===== src/rtl/se_cfg_pkg.sv =====
package se_cfg_pkg;
  localparam int CfgW   = 3;
  localparam int AtsW   = 2;
  localparam int StepW  = 4;
  localparam int StepBypass = 0;
  localparam int StepS1     = 1;
  localparam int StepS2     = 2;
  localparam int StepFinal  = 3;

  typedef enum logic [1:0] {KIND_ORD = 2'd0, KIND_XREQ = 2'd1, KIND_XLATED = 2'd2, KIND_RSVD = 2'd3} reqKindT;
  typedef enum logic [1:0] {RESP_PASS = 2'd0, RESP_ABORT = 2'd1, RESP_UR = 2'd2, RESP_CA = 2'd3} respT;
  typedef enum logic [1:0] {EVT_NONE = 2'd0, EVT_BAD_ENTRY = 2'd1, EVT_BAD_ATS = 2'd2, EVT_FORBID = 2'd3} evtT;

  localparam logic [AtsW-1:0] AtsOff   = 2'b00;
  localparam logic [AtsW-1:0] AtsFull  = 2'b01;
  localparam logic [AtsW-1:0] AtsSplit = 2'b10;
  localparam logic [AtsW-1:0] AtsDpt   = 2'b11;

  typedef struct packed {
    logic             load;
    logic [StepW-1:0] step;
    respT             resp;
    evtT              evt;
    logic [AtsW-1:0]  effAts;
  } strobeT;
endpackage


===== src/rtl/se_ats_demote.sv =====
module se_ats_demote
  import se_cfg_pkg::*;
#(
  parameter bit SplitAtsEn = 1'b1
) (
  input  logic [CfgW-1:0] cfg,
  input  logic [AtsW-1:0] rawAts,
  input  logic            atsCheck,
  output logic [AtsW-1:0] effAts,
  output logic            splitClaim
);
  logic isBypassCfg;
  logic demote;

  always_comb begin
    isBypassCfg = (cfg == 3'b100);
    splitClaim  = SplitAtsEn && (rawAts == AtsSplit);
    demote      = isBypassCfg
               || ((rawAts == AtsSplit) && !SplitAtsEn)
               || ((rawAts == AtsSplit) && !atsCheck);
    effAts      = demote ? AtsOff : rawAts;
  end

  always_comb begin
    assert_demote_split_R6: assert (!((rawAts == AtsSplit) && !atsCheck) || effAts == AtsOff)
      else $error("split mode without ATS check not demoted");
  end
endmodule


===== src/rtl/se_eval_ctrl.sv =====
module se_eval_ctrl
  import se_cfg_pkg::*;
#(
  parameter bit SplitAtsEn = 1'b1
) (
  input  logic            reqValid,
  input  logic [1:0]      reqKind,
  input  logic            entValid,
  input  logic [CfgW-1:0] entCfg,
  input  logic [AtsW-1:0] entAts,
  input  logic            atsCheck,
  input  logic            dptOk,
  output strobeT          strb
);
  logic [AtsW-1:0] effAts;
  logic            splitClaim;
  logic            isOrd, isXreq, isXlated;
  logic            illegal;
  logic            cfgRsvd;
  logic            s1Walk;

  se_ats_demote #(.SplitAtsEn(SplitAtsEn)) i_demote (
    .cfg(entCfg), .rawAts(entAts), .atsCheck(atsCheck),
    .effAts(effAts), .splitClaim(splitClaim)
  );

  always_comb begin
    isXreq   = (reqKind == KIND_XREQ);
    isXlated = (reqKind == KIND_XLATED);
    isOrd    = !isXreq && !isXlated;
    cfgRsvd  = (entCfg == 3'b001) || (entCfg == 3'b010) || (entCfg == 3'b011);
    illegal  = !entValid || cfgRsvd || (splitClaim && entCfg != 3'b111);
    s1Walk   = entCfg[0];
  end

  task automatic finish(input respT r, input evtT e);
    strb.step = '0;
    strb.step[StepFinal] = 1'b1;
    strb.resp = r;
    strb.evt  = e;
  endtask

  task automatic proceed(input int idx);
    strb.step = '0;
    strb.step[idx] = 1'b1;
    strb.resp = RESP_PASS;
    strb.evt  = EVT_NONE;
  endtask

  always_comb begin
    strb.load   = reqValid;
    strb.effAts = effAts;
    strb.step   = '0;
    strb.resp   = RESP_PASS;
    strb.evt    = EVT_NONE;
    if (illegal) begin
      finish(isOrd ? RESP_ABORT : RESP_CA, EVT_BAD_ENTRY);
    end else if (entCfg == 3'b000) begin
      finish(isXreq ? RESP_UR : RESP_ABORT, EVT_NONE);
    end else if (entCfg == 3'b100) begin
      if (isOrd)       proceed(StepBypass);
      else if (isXreq) finish(RESP_UR, EVT_BAD_ATS);
      else             finish(RESP_ABORT, EVT_FORBID);
    end else if (isXreq) begin
      if (effAts == AtsOff) finish(RESP_UR, EVT_BAD_ATS);
      else                  proceed(s1Walk ? StepS1 : StepS2);
    end else if (isXlated) begin
      if (effAts == AtsOff)                 finish(RESP_ABORT, EVT_FORBID);
      else if (effAts == AtsDpt && !dptOk)  finish(RESP_ABORT, EVT_FORBID);
      else if (effAts == AtsSplit)          proceed(StepS2);
      else                                  proceed(StepBypass);
    end else begin
      proceed(s1Walk ? StepS1 : StepS2);
    end
  end

  always_comb begin
    assert_bad_entry_final_R3: assert (!illegal || (strb.step[StepFinal] && strb.evt == EVT_BAD_ENTRY))
      else $error("illegal entry not finalised as bad entry");
    assert_xlated_no_s1_R10: assert (!isXlated || !strb.step[StepS1])
      else $error("translated transaction routed to stage-1");
  end
endmodule


===== src/rtl/se_eval_dp.sv =====
module se_eval_dp
  import se_cfg_pkg::*;
(
  input  logic             clk,
  input  logic             rst_n,
  input  strobeT           strb,
  output logic             outValid,
  output logic [StepW-1:0] outStep,
  output logic [1:0]       outResp,
  output logic [1:0]       outEvent,
  output logic [AtsW-1:0]  outEffAts
);
  always_ff @(posedge clk) begin
    if (!rst_n || !strb.load) begin
      outValid  <= 1'b0;
      outStep   <= '0;
      outResp   <= '0;
      outEvent  <= '0;
      outEffAts <= '0;
    end else begin
      outValid  <= 1'b1;
      outStep   <= strb.step;
      outResp   <= strb.resp;
      outEvent  <= strb.evt;
      outEffAts <= strb.effAts;
    end
  end

  assert_idle_zero_R1: assert property (@(posedge clk) disable iff (!rst_n)
    !outValid |-> (outStep == '0 && outResp == '0 && outEvent == '0 && outEffAts == '0))
    else $error("outputs not cleared while idle");
  assert_step_onehot_R2: assert property (@(posedge clk) disable iff (!rst_n)
    outValid |-> $countones(outStep) == 1)
    else $error("step not one-hot");
  assert_pass_not_final_R2: assert property (@(posedge clk) disable iff (!rst_n)
    (outValid && outResp == RESP_PASS) |-> (!outStep[StepFinal] && outEvent == EVT_NONE))
    else $error("pass response with final step or event");
endmodule


===== src/rtl/stream_cfg_eval.sv =====
module stream_cfg_eval
  import se_cfg_pkg::*;
#(
  parameter bit SplitAtsEn = 1'b1
) (
  input  logic       clk,
  input  logic       rst_n,
  input  logic       reqValid,
  input  logic [1:0] reqKind,
  input  logic       entValid,
  input  logic [2:0] entCfg,
  input  logic [1:0] entAts,
  input  logic       atsCheck,
  input  logic       dptOk,
  output logic       outValid,
  output logic [3:0] outStep,
  output logic [1:0] outResp,
  output logic [1:0] outEvent,
  output logic [1:0] outEffAts
);
  strobeT strb;

  se_eval_ctrl #(.SplitAtsEn(SplitAtsEn)) i_ctrl (
    .reqValid(reqValid), .reqKind(reqKind), .entValid(entValid),
    .entCfg(entCfg), .entAts(entAts), .atsCheck(atsCheck), .dptOk(dptOk),
    .strb(strb)
  );

  se_eval_dp i_dp (
    .clk(clk), .rst_n(rst_n), .strb(strb),
    .outValid(outValid), .outStep(outStep), .outResp(outResp),
    .outEvent(outEvent), .outEffAts(outEffAts)
  );

  assert_single_pulse_R2: assert property (@(posedge clk) disable iff (!rst_n)
    outValid |-> $past(reqValid))
    else $error("result without a request");
endmodule


===== config.mk =====
export PLATFORM = sky130hd
export DESIGN_NAME = stream_cfg_eval
export DESIGN_NICKNAME = d
export VERILOG_FILES = /design/src/rtl/se_cfg_pkg.sv /design/src/rtl/se_ats_demote.sv /design/src/rtl/se_eval_ctrl.sv /design/src/rtl/se_eval_dp.sv /design/src/rtl/stream_cfg_eval.sv
export SDC_FILE = /design/constraint.sdc
export NUM_CORES = 1
export LEC_CHECK = 0
export BUFFER_PORTS_ARGS = -buffer_cell sky130_fd_sc_hd__buf_4
export CAP_MARGIN = 5
export CORE_MARGIN = 2
export CORE_UTILIZATION = 25
export CTS_CLUSTER_DIAMETER = 150
export DETAILED_ROUTE_END_ITERATION = 10
export PLACE_DENSITY = 0.6
export RECOVER_POWER = 50
export SLEW_MARGIN = 20
export SYNTH_ARGS = -nofsm -noshare
export SYNTH_HDL_FRONTEND = slang
export SYNTH_SLANG_ARGS = --single-unit

===== constraint.sdc =====
create_clock -name clk -period 0.97 [get_ports clk]
set_clock_uncertainty 0.05 [all_clocks]
set_input_delay 0 -clock clk [delete_from_list [all_inputs] [get_ports clk]]
set_output_delay 0 -clock clk [all_outputs]
set_load 0.005 [all_outputs]

==> results.sh <==
export IMPL_status="complete, but fails checks"
export IMPL_violations="negative hold slack"
export IMPL_ant_nets=0
export IMPL_setup_tns_ns=0
export IMPL_finalWorstSetupSlack_ns=0.1504
export IMPL_path_cells="buf_4 > buf_4 > and3b_1 > a21oi_1 > a32oi_1 > a31oi_1"
export IMPL_hold_slack_ns=-0.004848
export IMPL_synth_edff_count=0
export IMPL_ctsResizeCount=0
export IMPL_cts_max_level=1
export IMPL_tightestPinTransition_ns=0.2492
export IMPL_max_slew_margin_rel_pct=83.29
export IMPL_critical_path_buf_inv_count=2
export IMPL_crit_path_end_kind="flop"
export IMPL_die_x_um=50.01
export IMPL_grt_overflow_total=0
export IMPL_yosysTopAreaCellShare_pct=41.61
export IMPL_core_area_um2=1982
export IMPL_cts_buffers=3
export IMPL_rows=16
export IMPL_synth_seq_cells=11
export IMPL_drcViolationCount=0
export IMPL_synth_top_cell_by_area="dfxtp_1"
export IMPL_antenna_found_initial=0
export IMPL_period_share_pct=84.49
export IMPL_drtIter0Drc=12
export IMPL_crit_type="primary input to flop"
export IMPL_wl_um=1359
export IMPL_wire_per_inst_um=10.37
export IMPL_p_per_area_nw_per_um2=1133
export IMPL_root_buffer="clkbuf_4"
export IMPL_hpwl_um=1102
export IMPL_timing_fmax_mhz=1220
export IMPL_place_congestion=0.8117
export IMPL_cpMostUsedCell="buf_4"
export IMPL_grt_max_degree=9
export IMPL_die_area_um2=2501
export IMPL_avgSynthCellArea_um2=8.676
export IMPL_cp_top_family="compound AO/OA/AOI/OAI gates"
export IMPL_crit_fanout=4
export IMPL_synth_cell_types=26
export IMPL_grt_pass1_vias=574
export IMPL_drive_above_1_share_pct=45.19
export IMPL_fp_dieH_um=50.01
export IMPL_hold_viol=1
export IMPL_fin_crit_ns=0.8196
export IMPL_yosys_warnings=0
export IMPL_cp_start_kind="primary input"
export IMPL_async_flop_share_pct=0
export IMPL_antenna_cells=0
export IMPL_port_buffers=23
export IMPL_final_nets=120
export IMPL_finalPower_mw=1.012
export IMPL_drt_pass1_iterations=4
export IMPL_seq_area_frac_synth_pct=41.61
export IMPL_maxCapViolCount=0
export IMPL_dp_slack_ns=-0.1469
export IMPL_initial_core_util_pct=26.70
export IMPL_ir_worst_vdd_mv=0.4556
export IMPL_fillers=208
export IMPL_cts_clk_slew_worst_paths_ns=0.07
export IMPL_cp_data_arrival_time_ns=0.96
export IMPL_worst_ep_required_time_ns=1.11
export IMPL_cts_buffer_depth=2
export IMPL_setup_violations=0
export IMPL_hp_class="primary input to flop"
export IMPL_crit_path_max_incr_delay_ns=0.21
export IMPL_vias=606
export IMPL_ys_top_cells_by_area="dfxtp_1, a21oi_1, ha_1"
export IMPL_cts_tree="done"
export IMPL_detail_route_vias_per_cell=4.626
export IMPL_slew_viol_final=0
export IMPL_synth_most_common_cell="dfxtp_1"
export IMPL_pin_count=24
export IMPL_synth_area_um2=529.3
export IMPL_synth_nets=76
export IMPL_syn2layout_area_growth_pct=68.79
export IMPL_synthTopCellsByCount="dfxtp_1, a21oi_1, inv_1, nand2_1, nor2_1"
export IMPL_synthCells=61
export IMPL_clock_sinks=11
export IMPL_grt_usage_pct=12.09
export IMPL_p_leak_nw=0.4282
export IMPL_synth_ff_type="dfxtp_1"
export IMPL_grt_pass1_wl_um=2270
export IMPL_rsz0062_at_grt="false"
export IMPL_worst_path_max_delay_cell="and3b_1"
==> cells by family after synthesis <==
group                    count (synthesis)  share of synthesized area (%)
AO/OA/AOI/OAI                           19                          24.35
adder cells (fa/ha/maj)                  2                          4.727
flip-flops                              11                          41.61
AND/OR/NAND/NOR                         23                          23.64
buffers and inverters                    5                          3.546
multiplexers                             1                          2.128
==> path summary, 6_finish.rpt <==
kind,startpoint,end,depth (start not counted)
max,entAts[1],i_dp.outResp[0],6
min,entCfg[0],i_dp.outStep[2],3
==> per-layer routing <==
metal  share of wire [%]  wire (µm)  global-route usage (%)  vias up
li1                    -          -                       -      304
met4                 2.0         27                   10.65        0
met5                   0          0                       0        -
met3                 6.0         81                   1.818        3
met2                  51        692                   20.61       20
met1                  41        559                   12.68      279
==> layout make-up <==
type / count / area (µm²) / area share [%]
timing repair buffer: 39 / 302.8 / 33.89
multi-input combinational: 45 / 291.5 / 32.63
sequential: 11 / 220.2 / 24.65
tap: 27 / 33.78 / 3.782
clock buffer: 4 / 26.28 / 2.941
inverter: 5 / 18.77 / 2.101
==> stage by stage <==
stage / utilization [%] / hold WS (ns) / cell area (µm²) / cells
6_report: 45.08 / -0.004848 / 893.4 / 131
5_1_grt: 45.08 / 0.02096 / 893.4 / 131
4_1_cts: 45.27 / -0.002731 / 897.1 / 131
3_5_place_dp: 41.92 / 0.1743 / 830.8 / 123
3_3_place_gp: 41.92 / 0.1621 / 830.8 / 123
2_1_floorplan: - / 0.04374 / 534.3 / 61
==> timing repair <==
item                                    4_1_cts  5_1_grt
setup buffers                                 0        0
endpoints found under the setup margin        0        0
hold buffers                                  4        0
hold endpoints to repair                      4        0
==> power breakdown <==
part	internal (mW)	switching [mW]	leakage (nW)
logic	0.129	0.0983	0.323
clock network	0.160	0.154	0.0150
registers	0.468	0.00339	0.0900
==> placed cells by master, fill, tap and decap left out, types with 3 or more instances in the layout <==
cell type	count
dlygate4sd3_1	4
nor2_1	3
dfxtp_1	11
clkbuf_4	12
buf_4	26
inv_1	5
o21ai_0	3
a21oi_1	8
nand2_1	5
==> sequential cells by signal, indices dropped and copies added (netlist names) <==
register / count
i_dp.outValid: 1
i_dp.outEffAts: 2
i_dp.outEvent: 2
i_dp.outResp: 2
i_dp.outStep: 4
No activity file was read; power rests on OpenSTA's default activity.
